==> src/rtl/link_id_pkg.sv <==
package link_id_pkg;
    parameter int unsigned DATA_W  = 16;
    parameter int unsigned LINK_W  = 2;
    parameter int unsigned CRATE_W = 6;
    parameter int unsigned MUON_W  = 2;
    parameter int unsigned DEV_W   = 3;

    localparam int unsigned ID_W = LINK_W + CRATE_W;

    typedef struct packed {
        logic [CRATE_W-1:0] crate;
        logic [LINK_W-1:0]  link;
    } link_id_t;

    typedef struct packed {
        link_id_t id;
    } cap_state_t;
endpackage

==> src/rtl/link_id_capture.sv <==
module link_id_capture
    import link_id_pkg::*;
(
    input  logic               clk,
    input  logic               rst_n,
    input  logic               link_ready_i,
    input  logic               reset_cmd_i,
    input  logic [CRATE_W-1:0] crate_num_i,
    input  logic [LINK_W-1:0]  link_num_i,
    output link_id_t           id_o
);
    cap_state_t st_d, st_q;
    logic       take;

    always_comb begin
        st_d = st_q;
        take = reset_cmd_i && link_ready_i;
        if (take) begin
            st_d.id.crate = crate_num_i;
            st_d.id.link  = link_num_i;
        end
    end

    always_ff @(posedge clk or negedge rst_n) begin
        if (!rst_n) st_q <= '0;
        else        st_q <= st_d;
    end

    assign id_o = st_q.id;

    // a qualified command loads the present inputs
    p_capture_r2: assert property (@(posedge clk) disable iff (!rst_n)
        (reset_cmd_i && link_ready_i) |=> (id_o == {$past(crate_num_i), $past(link_num_i)}));

    // without a qualified command the identifier holds
    p_hold_r7: assert property (@(posedge clk) disable iff (!rst_n)
        !(reset_cmd_i && link_ready_i) |=> $stable(id_o));
endmodule

==> src/rtl/link_id_format.sv <==
module link_id_format
    import link_id_pkg::*;
(
    input  logic              clk,
    input  logic              rst_n,
    input  logic              loopback_i,
    input  logic [MUON_W-1:0] muon_idx_i,
    input  logic [DEV_W-1:0]  dev_idx_i,
    input  link_id_t          id_i,
    output logic [DATA_W-1:0] rdata_o
);
    localparam int unsigned LB_W = MUON_W + DEV_W;

    logic [DATA_W-1:0] norm_word, lb_word;

    always_comb begin
        norm_word           = '0;
        norm_word[ID_W-1:0] = id_i;
        lb_word             = '0;
        lb_word[DATA_W-1]   = 1'b1;
        lb_word[LB_W-1:0]   = {dev_idx_i, muon_idx_i};
        rdata_o             = loopback_i ? lb_word : norm_word;
    end

    // normal layout keeps the upper byte clear
    p_upper_zero_r5: assert property (@(posedge clk) disable iff (!rst_n)
        !loopback_i |-> (rdata_o[DATA_W-1:ID_W] == '0));

    // loopback layout flags itself and places the indices
    p_loop_flag_r6: assert property (@(posedge clk) disable iff (!rst_n)
        loopback_i |-> (rdata_o[DATA_W-1] && rdata_o[MUON_W-1:0] == muon_idx_i
                        && rdata_o[LB_W-1:MUON_W] == dev_idx_i
                        && rdata_o[DATA_W-2:LB_W] == '0));
endmodule

==> src/rtl/link_id_reg.sv <==
module link_id_reg
    import link_id_pkg::*;
(
    input  logic               clk,
    input  logic               rst_n,
    input  logic               link_ready_i,
    input  logic               reset_cmd_i,
    input  logic [CRATE_W-1:0] crate_num_i,
    input  logic [LINK_W-1:0]  link_num_i,
    input  logic               loopback_i,
    input  logic [MUON_W-1:0]  muon_idx_i,
    input  logic [DEV_W-1:0]   dev_idx_i,
    output logic [DATA_W-1:0]  rdata_o
);
    link_id_t id_q;

    link_id_capture u_cap (
        .clk          (clk),
        .rst_n        (rst_n),
        .link_ready_i (link_ready_i),
        .reset_cmd_i  (reset_cmd_i),
        .crate_num_i  (crate_num_i),
        .link_num_i   (link_num_i),
        .id_o         (id_q)
    );

    link_id_format u_fmt (
        .clk        (clk),
        .rst_n      (rst_n),
        .loopback_i (loopback_i),
        .muon_idx_i (muon_idx_i),
        .dev_idx_i  (dev_idx_i),
        .id_i       (id_q),
        .rdata_o    (rdata_o)
    );
endmodule

==> config.mk <==
export PLATFORM = sky130hd
export DESIGN_NAME = link_id_reg
export DESIGN_NICKNAME = d
export VERILOG_FILES = /design/src/rtl/link_id_pkg.sv /design/src/rtl/link_id_capture.sv /design/src/rtl/link_id_format.sv /design/src/rtl/link_id_reg.sv
export SDC_FILE = /design/constraint.sdc
export NUM_CORES = 1
export LEC_CHECK = 0
export CORE_AREA = 8 8 50 52
export DETAILED_ROUTE_END_ITERATION = 10
export DIE_AREA = 0 0 58 60
export PLACE_DENSITY = 0.8
export SLEW_MARGIN = 20
export SYNTH_ARGS = -nofsm -noshare
export SYNTH_HDL_FRONTEND = slang
export SYNTH_HIERARCHICAL = 1
export SYNTH_SLANG_ARGS = --single-unit
==> constraint.sdc <==
create_clock -name clk -period 0.8 [get_ports clk]
set_input_delay 0.12 -clock clk [delete_from_list [all_inputs] [get_ports clk]]
set_output_delay 0.12 -clock clk [all_outputs]
set_load 0.1 [all_outputs]
==> Word level (Yosys, flattened, before mapping) <==
Index checks and enable logic that the tools add are counted.
{ "word_totals": {"ff_bits": 8, "latch_bits": 0, "mem_bits_rw": 0, "rom_bits": 0, "inputBits": 18, "out_inout_bits": 16, "elab_cells": 4, "mem_count": 0} }
{ "classes": {"addsub": 0, "n_mul": 0, "div": 0, "n_lt_le_gt_ge": 0, "eq_ne": 0, "shifts": 0, "n_mux": 1, "bitwise_logic": 0, "n_reduce_logical": 1} }
{ "op_table": {"columns": ["operator", "n"], "rows": [
  ["$mux 16", 1],
  ["$logic_and 1x1->1", 1]
]} }

==> Longest topological paths before layout <==
{ "depth": {"ltp_word": 1, "mapped_depth": 2, "ltp_nobuf": 2} }

==> Cells and area by module <==
Netlist, hierarchy kept.
{ "modules_own_cells": {"columns": ["module", "n_inst", "cells_each", "area_each_um2", "seq_area_each_um2"], "rows": [
  ["link_id_capture", 1, 17, 296.5, 200.2],
  ["link_id_format", 1, 18, 176.4, 0.0]
]} }

==> Worst setup path after synthesis <==
No wires, ideal clock.
{ "synth_timing": {"kind": "register to output", "from": "register u_cap.st_q (netlist bit u_cap/id_o[5])", "to": "output rdata_o[5]", "arrival_ns": 0.769, "t_required_ns": 0.680, "slack_ns": -0.089, "stages_incl_launch_ff": 2, "path_buffers": 0, "cell_sequence": "dfrtp_1 -> and2b_2"} }
{ "synth_between": {"elab_chain_len": 1} }
{ "synth_lines": {"columns": ["item", "line", "rtl"], "rows": [
  ["start: declaration", "link_id_capture.sv:12", "cap_state_t st_d, st_q;"],
  ["start signal: assignment", "link_id_capture.sv:26", "else st_q <= st_d;"],
  ["$mux 16", "link_id_format.sv:22", "rdata_o = loopback_i ? lb_word : norm_word;"],
  ["end: declaration", "link_id_reg.sv:13", "output logic [DATA_W-1:0] rdata_o"]
]} }
No other way between the ends.

==> Worst setup path after layout <==
{ "layout_timing": {"from": "register u_cap.st_q (netlist bit u_cap/id_o[3])", "to": "output rdata_o[3]"} }
The elaborated chain is that of the path after synthesis.

==> results by group <==
Outcome
  – Status: finished, violations left
  – Failing checks: setup timing

Finish
  – Share of cells above drive strength 1: 0.516
  – Max FFs per register: 8
  – Area Growth Syn to Fin: 87.0%
  – Cell Count, Final, Fillers Out: 82
  – Design Area, Final: 885 um2
  – Final #Nets: 84
  – Leading cell type in the layout, fill and taps excluded: clkdlybuf4s50_1
  – # diodes: 0
  – # fillers: 156
  – Most frequent cells in the layout: clkdlybuf4s50_1, buf_12, dfrtp_1

Floorplanning
  – Die H: 60 um
  – Die width: 58 um
  – # IOs: 34
  – Die area: 3480 um2
  – Initial Util: 0.263
  – Row count: 16
  – Core area: 1800 um2

Worst setup path
  – Critical path cell sequence: mux2_4 -> buf_12
  – Worst R2R Setup Slack: -60 ps
  – Worst Path Arrival: 1070 ps
  – Setup CP Type: reg2out
  – Max FO, Critical Path: 2
  – CP max-delay cell: dfrtp_1
  – Crit-path leading delay family: flip-flops
  – CP Data Required Time: 680 ps
  – CP endpoint kind: primary output
  – Critical Path Start Type: register
  – Reg2Reg Depth: 2
  – R2r endpoint: u_cap/id_o[4]
  – R2r startpoint: u_cap/id_o[4]
  – Crit path buf inv count: 1
  – Max incr delay on CP: 370 ps

GRT
  – Antenna violations before repair: 0
  – All-Layer GR Usage: 0.0708
  – Grt total ovfl: 0
  – Number of global-route vias before repair: 404
  – Largest net degree at the start of global routing: 9
  – First-pass GRT wire length: 1810 um

Min path
  – Hold crit path type: in2async

Placed design
  – Routability cong.: 0.679
  – Dpl cell area: 821 um2
  – Dpl cells: 77
  – Port Buffer Count: 26

Clocking
  – CTS tree: yes
  – Clock Tree Root: clkbuf_4
  – Later-pin clock latency in the skew report: 240 ps
  – Longest Clk Path Bufs: 2
  – CTS Sinks: 8
  – CTS Buf Count: 3
  – H-tree Lvls: 1
  – Clock slew at reported path FFs: 50 ps

Yosys
  – Register area share after synthesis: 0.423
  – Syn_area_per_cell: 13.5 um2
  – Multiplexer share of the synthesized area: 0.349
  – YS warnings: 6
  – Share of the synthesized area in compound gates (AO/OA/AOI/OAI): 0
  – Post-Synth XOR/XNOR Area: 0
  – Post-Synth Simple-Gate Area: 0.0688
  – Adder-cell share of the synthesized area: 0
  – Cell area after synthesis: 473 um2
  – Largest family of logic cells by synthesized area: multiplexers
  – Netlist cell types: 8
  – Yosys reg bits: 8
  – Mapped Cells: 35

STA
  – Final hold violations: 0
  – Slew Limit Fails: 0
  – Hold WS: 140 ps
  – Final setup fails: 9
  – Clock skew: 0 ps
  – Tcrit/Tclk final: 1.49
  – Final worst slack: -388 ps
  – Unrepaired setup endpoints after global routing: true
  – Fmax: 842 MHz
  – Fin crit period: 1190 ps

Routing
  – DRC violations left: 0
  – Post-route ant nets: 0
  – Drt pass-1 iters: 2
  – Routed WL: 1110 um
  – DRT iter0 DRCs: 1
  – Vias: 339
  – Vias per cell: 4.13
  – DR WL/cell: 13.5 um

Power and ir drop
  – Power Total: 1.83 mW
  – IR drop worst, VDD: 0.000753 V
  – Cell Pwr Density: 2070 nW/um2
  – Static Leak: 0.415 nW

Run
  – Max-cap violations: 0
## through the flow
step                      setup TNS (ps)  utilization  worst slack [ps]
after CTS                          -2910        0.491              -403
after global placement             -7690        0.456              -572
after global routing               -3150        0.491              -437
final                              -2810        0.491              -388
after detailed placement           -8030        0.456              -582
after floorplan                     -372            -             -72.0
## layout make-up
cell class / count / area [um2] / area share
flip-flops and latches: 8 / 200 / 0.226
clock buffers: 3 / 22.5 / 0.0255
well taps: 18 / 22.5 / 0.0255
repair buffers: 29 / 403 / 0.455
multi-input cells: 24 / 236 / 0.267
## metal layers
layer / track usage / part of all wire
met1: 0.0592 / 0.33
met2: 0.124 / 0.55
met3: 0.0452 / 0.13
met4: 0.0420 / 0
met5: 0 / 0
## worst max-delay path by stage
stage,startpoint,endpoint,slack (ps),cells past startpoint
6_report,u_cap/id_o[3],rdata_o[3],-390,2
3_5_place_dp,loopback_i,rdata_o[4],-580,4
5_1_grt,u_cap/id_o[3],rdata_o[3],-440,2
2_1_floorplan,u_cap/id_o[0],rdata_o[0],-70,1
4_1_cts,u_cap/id_o[0],rdata_o[0],-400,2
3_3_place_gp,loopback_i,rdata_o[0],-570,4
## where the power goes
group | leakage (nW) | internal [mW] | switching (mW) | total [mW]
combinational | 0.308 | 0.415 | 0.628 | 1.04
sequential | 0.0939 | 0.465 | 0.0280 | 0.493
clock | 0.0138 | 0.171 | 0.125 | 0.295
total | 0.415 | 1.05 | 0.781 | 1.83
## logic make-up after synthesis
logic type             count (synthesis)
buffers and inverters                  9
and+or+nand+nor                        4
muxes                                 13
DFF                                    8
other                                  1
## repair_timing
action | CTS | global route
gates resized for setup | 8 | 0
setup buffers | 1 | 1
pin swaps | 1 | 0
hold buffers | 0 | 0
gates cloned | 1 | 0
setup endpoints to repair | 17 | 9
## worst reg2reg max path, stage by stage (launching register included)
cell and delay [ps]:
dfrtp_1 370, buf_4 130, mux2_4 250
## synth_stat cells
| master | instances | share of area |
|---|---|---|
| and2b_2 | 3 | 0.056 |
| mux2_4 | 5 | 0.16 |
| dfrtp_1 | 8 | 0.42 |
| conb_1 | 1 | 0.0079 |
| mux2_2 | 8 | 0.19 |
| buf_4 | 8 | 0.13 |
| buf_6 | 1 | 0.024 |
| nand2_2 | 1 | 0.013 |
Power figures use the tool's default switching activity.
